[config.mk]
export PLATFORM = sky130hd
export DESIGN_NAME = lcd_stat_irq
export DESIGN_NICKNAME = d
export VERILOG_FILES = /design/src/rtl/lcd_stat_pkg.sv /design/src/rtl/stat_enable_reg.sv /design/src/rtl/stat_cond.sv /design/src/rtl/stat_edge.sv /design/src/rtl/lcd_stat_irq.sv
export SDC_FILE = /design/constraint.sdc
export NUM_CORES = 1
export LEC_CHECK = 0
export BUFFER_PORTS_ARGS = -buffer_cell sky130_fd_sc_hd__buf_4
export CAP_MARGIN = 5
export CORE_AREA = 4 4 41 43
export CTS_BUF_LIST = sky130_fd_sc_hd__clkbuf_4
export CTS_CLUSTER_SIZE = 24
export DETAILED_ROUTE_END_ITERATION = 10
export DIE_AREA = 0 0 45 47
export GPL_TIMING_DRIVEN = 0
export PLACE_DENSITY = 0.71
export SYNTH_ARGS = -nofsm -noshare
export SYNTH_HDL_FRONTEND = slang
export SYNTH_SLANG_ARGS = --single-unit
[constraint.sdc]
create_clock -name clk -period 2 [get_ports clk]
set_input_delay 0.1 -clock clk [delete_from_list [all_inputs] [get_ports clk]]
set_output_delay 0.1 -clock clk [all_outputs]
set_load 0.03 [all_outputs]
[src/rtl/lcd_stat_pkg.sv]
package lcd_stat_pkg;
  localparam int NUM_SRC  = 4;
  localparam int REG_W    = 8;
  localparam int EN_LSB   = 3;
  localparam int EN_MSB   = EN_LSB + NUM_SRC - 1;

  typedef enum logic [1:0] {
    MODE_HBLANK = 2'd0,
    MODE_VBLANK = 2'd1,
    MODE_OSCAN  = 2'd2,
    MODE_XFER   = 2'd3
  } lcd_mode_e;

  // source index order: 0 hblank, 1 vblank, 2 object scan, 3 line match
  typedef enum int {
    SRC_HBLANK = 0,
    SRC_VBLANK = 1,
    SRC_OSCAN  = 2,
    SRC_MATCH  = 3
  } src_idx_e;

  typedef logic [NUM_SRC-1:0] src_vec_t;
endpackage

[src/rtl/stat_enable_reg.sv]
module stat_enable_reg
  import lcd_stat_pkg::*;
(
  input  logic     clk,
  input  logic     rst_n,
  input  logic     wr_en,
  input  src_vec_t wr_en_bits,
  input  logic     legacy,
  input  logic     disp_en,
  output src_vec_t en_stored,
  output src_vec_t en_eff
);
  src_vec_t en_q;
  logic     force_q;

  always_ff @(posedge clk) begin
    if (!rst_n) begin
      en_q    <= '0;
      force_q <= 1'b0;
    end else begin
      force_q <= wr_en && legacy && disp_en;
      if (wr_en) en_q <= wr_en_bits;
    end
  end

  assign en_stored = en_q;
  assign en_eff    = force_q ? '1 : en_q;
endmodule

[src/rtl/stat_cond.sv]
module stat_cond
  import lcd_stat_pkg::*;
#(
  parameter int LINE_W = 8
) (
  input  logic              clk,
  input  logic              rst_n,
  input  logic [1:0]        mode,
  input  logic [LINE_W-1:0] line,
  input  logic [LINE_W-1:0] cmp,
  input  logic              disp_en,
  output src_vec_t          cond,
  output logic              match
);
  logic      match_q;
  lcd_mode_e mode_e;

  assign mode_e = lcd_mode_e'(mode);

  always_ff @(posedge clk) begin
    if (!rst_n) match_q <= 1'b0;
    else        match_q <= disp_en && (line == cmp);
  end

  always_comb begin
    cond = '0;
    if (disp_en) begin
      cond[SRC_HBLANK] = (mode_e == MODE_HBLANK);
      cond[SRC_VBLANK] = (mode_e == MODE_VBLANK);
      cond[SRC_OSCAN]  = (mode_e == MODE_OSCAN);
      cond[SRC_MATCH]  = match_q;
    end
  end

  assign match = match_q;
endmodule

[src/rtl/stat_edge.sv]
module stat_edge
  import lcd_stat_pkg::*;
(
  input  logic     clk,
  input  logic     rst_n,
  input  logic     disp_en,
  input  src_vec_t en_eff,
  input  src_vec_t cond,
  output logic     line_hi,
  output logic     irq
);
  src_vec_t term;
  logic     comb_line;
  logic     line_q;
  logic     irq_q;

  for (genvar s = 0; s < NUM_SRC; s++) begin : g_term
    assign term[s] = en_eff[s] & cond[s];
  end

  assign comb_line = disp_en && (|term);

  always_ff @(posedge clk) begin
    if (!rst_n) begin
      line_q <= 1'b0;
      irq_q  <= 1'b0;
    end else begin
      line_q <= comb_line;
      irq_q  <= comb_line && !line_q;
    end
  end

  assign line_hi = line_q;
  assign irq     = irq_q;
endmodule

[src/rtl/lcd_stat_irq.sv]
module lcd_stat_irq
  import lcd_stat_pkg::*;
#(
  parameter int LINE_W = 8
) (
  input  logic              clk,
  input  logic              rst_n,
  input  logic [1:0]        mode_i,
  input  logic [LINE_W-1:0] line_i,
  input  logic [LINE_W-1:0] cmp_i,
  input  logic              disp_en_i,
  input  logic              legacy_i,
  input  logic              wr_en_i,
  input  logic [REG_W-1:0]  wr_data_i,
  output logic [REG_W-1:0]  rd_data_o,
  output logic              irq_o
);
  src_vec_t en_stored;
  src_vec_t en_eff;
  src_vec_t cond;
  logic     match;
  logic     line_hi;
  logic     unused_wr_bits;

  assign unused_wr_bits = ^{wr_data_i[REG_W-1], wr_data_i[EN_LSB-1:0]};

  stat_enable_reg u_en (
    .clk        (clk),
    .rst_n      (rst_n),
    .wr_en      (wr_en_i),
    .wr_en_bits (wr_data_i[EN_MSB:EN_LSB]),
    .legacy     (legacy_i),
    .disp_en    (disp_en_i),
    .en_stored  (en_stored),
    .en_eff     (en_eff)
  );

  stat_cond #(.LINE_W(LINE_W)) u_cond (
    .clk     (clk),
    .rst_n   (rst_n),
    .mode    (mode_i),
    .line    (line_i),
    .cmp     (cmp_i),
    .disp_en (disp_en_i),
    .cond    (cond),
    .match   (match)
  );

  stat_edge u_edge (
    .clk     (clk),
    .rst_n   (rst_n),
    .disp_en (disp_en_i),
    .en_eff  (en_eff),
    .cond    (cond),
    .line_hi (line_hi),
    .irq     (irq_o)
  );

  assign rd_data_o = {1'b1, en_stored, match, mode_i};
endmodule

* Yosys cells after proc, flatten, opt, wreduce, memory -nomap -nowiden *
Cells that the tools add are included.
Widths: inputs -> output; s select.

word-level totals
  flip-flop bits (word level) = 8
  logic and storage cells = 22
  input port bits = 31
  output and inout bits = 9

cells by class
  muxes and demuxes = 2
  bitwise operators = 4
  reduce and logical (&&, ||, !) cells = 8
  eq/ne operators = 3

operator list
  cell                count
  $eq 8x8->1          1
  $mux 4              2
  $logic_and 1x1->1   5
  $and 1x1->1         4
  $reduce_or 4->1     1
  $eq 2x1->1 const B  1
  $eq 2x2->1 const B  1
  $logic_not 2->1     1
  $logic_not 1->1     1

* Depth between registers and ports, before layout *
  word-level depth = 6
  depth in mapped cells = 3
  mapped depth without buffers = 3

* Modules after synthesis *
A second synthesis with hierarchy kept.

unflattened totals
  cell total of the unflattened synthesis = 49
  area total of the unflattened synthesis = 478.0 sq um

by module, submodules not included
  module           area an instance (sq um)  cells an instance  instances  seq. area each (sq um)
  stat_enable_reg  211.5                     19                 1          100.1
  stat_cond        146.4                     18                 1          20.0
  stat_edge        86.3                      7                  1          40.0
  lcd_stat_irq     33.8                      5                  1          0.0

* Least setup slack after synthesis *
No wires, ideal clock.

  path kind = reg2reg
  start point = reg u_en.en_q[0] (netlist: u_en.en_stored[0])
  end point = reg u_edge.irq_q (netlist: u_edge.irq)
  data required time = 1.909 ns
  cell stages (with the launch flop) = 4
  buffers on the path = 0
  slack = 0.965 ns
  data arrival time = 0.944 ns
  clock period less this slack = 1.035 ns
  library setup time = 0.091 ns
  path through = dfxtp_1 > mux2_4 > o21bai_2 > a311oi_1

on the way
  word-level cells in the longest chain between the ends = 5

RTL lines
  element                   RTL line               text
  start: declaration        stat_enable_reg.sv:13  src_vec_t en_q;
  start signal: assignment  stat_enable_reg.sv:22  if (wr_en) en_q <= wr_en_bits;
  $mux 4                    stat_enable_reg.sv:27  assign en_eff = force_q ? '1 : en_q;
  $and 1x1->1               stat_edge.sv:18        assign term[s] = en_eff[s] & cond[s];
  $reduce_or 4->1           stat_edge.sv:21        assign comb_line = disp_en && (|term);
  $logic_and 1x1->1         stat_edge.sv:21
  $logic_and 1x1->1         stat_edge.sv:29        irq_q <= comb_line && !line_q;
  end signal: assignment    stat_edge.sv:29
  end: declaration          stat_edge.sv:15        logic irq_q;

No other way between the ends.
A chain may end at the register's enable or synchronous reset.

* Worst setup path in the final report *
  start point = reg u_cond.match_q (netlist: u_cond.match)
  end point = out rd_data_o[2]

RTL lines
  element                   RTL line            text
  start: declaration        stat_cond.sv:15     logic match_q;
  start signal: assignment  stat_cond.sv:22     else match_q <= disp_en && (line == cmp);
  end: declaration          lcd_stat_irq.sv:15  output logic [REG_W-1:0] rd_data_o,

No word-level cell between the ends.

==> metrics <==
CP max FO 3; number of buffers and inverters on the critical path 2; commonest cells after routing, fill and taps aside buf_4 (37), dfxtp_1 (8), xnor2_1 (7), nor2b_1 (5), mux2i_1 (4); I/O Buffers 33; P_leak 0.339 nW; number of buffers created by CTS 3; Worst EP required 1900 ps; wire length per cell 10.9 um; slowest CP cell dfxtp_1; max incr delay on CP 320 ps; setup bufs post-CTS 0; post-synthesis async set-or-reset flop share 0; TNS Setup 0 ps; largest net degree at the start of global routing 6; Routed Antenna Nets 0; CP arrival 840 ps; hold_sp legacy_i; Worst-Skew Late Latency 250 ps; Synthesized Nets 74; Die Height 47 um; Resized cells post-CTS 0; yosys warns 0; number of remaining DRC errors 0; Die X 45 um; # diodes 0; r2r startpoint u_en.en_stored[0]$_SDFFE_PN0P_; crit share post-route 0.471; CTS Buffer Depth 2; initial antenna violation count 0; commonest non-fill, non-tap cell in the layout buf_4; Seq/Total Area, Yosys 0.379; CTS Sinks 8; Synth Cell Area 423 sq um; initial core utilization 0.325; crit path launch u_cond.match$_SDFF_PN0_; Site Rows 13; share of cells above drive strength 1 0.544; Netlist cell types 19; # Max-Cap Violations 0; RSZ-0062 raised after global routing no; Avg Cell Area, Syn 9.84 sq um; worst hold path class in2reg; Detailed Route WL 1020 um; htree depth 1; status completed; DR vias 408; PwrDens 566 mW/mm^2; core area 0.00130 sq mm; R2R depth 3; CP Depth 2; area grow syn2layout 68.3%; most frequent CP cell buf_4; die area 0.00212 sq mm; Max Slew Vio Count 0; hold_ws 69.5 ps; maximum VDD drop 0.445 mV; synthesized flop and latch total 8; GP Congestion 0.650; hold_buf cts 0; DP HPWL 915 um; global-route wire length before repair 1640 um; total gr overflow 0; placed cell area 689 sq um; drt first pass iters 4; vias in the first global route 404; synth top area cells dfxtp_1 (38%), xnor2_1 (14%), mux2i_1 (9.5%); Initial DRC Count 3; TritonCTS clock tree yes; Largest delay share family, worst path flip-flops; clk slew on worst S/H paths 50 ps; Min-Delay Path Depth 3; Cell Chain, Critical Path buf_4 > buf_4; CP Launch Type flip-flop; CP Class reg2out; max frequency 1060 MHz; share of the synthesized area in the top cell type 0.379; placed cell count 91; num ports 40; final hold vios 0; Setup crit end kind primary output; Max Clock Skew 0.858 ps; prevailing post-synth register cell dfxtp_1; nets 112; Final setup viols 0; Synth Instances 43; final instance area 712 sq um; Yosys top cell by area dfxtp_1; vias per std cell 4.34; non-filler cells, final 94; EDFF count, synth 0; fin crit period 943 ps; clk root buf clkbuf_4; Overall Global Routing Usage 0.112
-- final cells by class --
cell class	instances	area [sq um]
well taps	15	18.8
clock buffers	3	22.5
plain buffers	5	35.0
flip-flops and latches	8	160
fillers	132	589
repair buffers	33	248
multi-input cells	30	228
-- registers in the layout, summed over array words and instances (netlist names) --
name            cells
u_cond.match        1
u_edge.line_hi      1
u_en.force_q        1
u_en.en_stored      4
u_edge.irq          1
-- per-layer routing --
metal / GRT usage / part of all wire / vias up
li1: - / - / 216
met2: 0.198 / 0.55 / 16
met3: 0.0536 / 0.066 / 2
met5: 0 / 0 / -
met4: 0.0702 / 0.026 / 0
met1: 0.105 / 0.36 / 174
-- report_power, final --
group	internal [W]	switching, W	total [W]
registers	0.000166	0.00000427	0.000170
clock network	0.0000685	0.0000521	0.000121
logic	0.0000660	0.0000456	0.000112
-- stage by stage --
step	util	power, W	setup WS [ps]
floorplan	-	0.000229	965
global placement	0.530	0.000285	1080
detailed placement	0.530	0.000287	1060
CTS	0.547	0.000409	1050
global route	0.547	0.000425	993
finish	0.547	0.000403	1060
-- synth_stat cells, types with 2 or more instances --
master,count
dfxtp_1,8
xnor2_1,7
nor2b_1,5
buf_4,4
mux2i_1,4
nand2_1,2
-- worst reg2reg max path, cell delays in order (launching register included) --
cell and delay (ps):
dfxtp_1 320, mux2_4 270, o21bai_2 120, a311oi_1 100
-- path summary, 6_finish.rpt --
| kind | end | slack [ps] |
|---|---|---|
| hold reg to reg | u_edge.irq$_SDFF_PN0_ | 390 |
| hold / removal | u_en.force_q$_SDFF_PN0_ | 70 |
| setup reg to reg | u_edge.irq$_SDFF_PN0_ | 1060 |
| setup / recovery | rd_data_o[2] | 1060 |
-- cell families after synthesis --
logic type	count (synthesis)	share of synthesized area
AND/OR/NAND/NOR	11	0.142
flip-flops	8	0.379
AO/OA/AOI/OAI	5	0.0917
other	1	0.00887
buffers and inverters	5	0.0828
multiplexers	5	0.130
XOR/XNOR	8	0.166
Note: power is estimated with default switching activity, not from simulation.
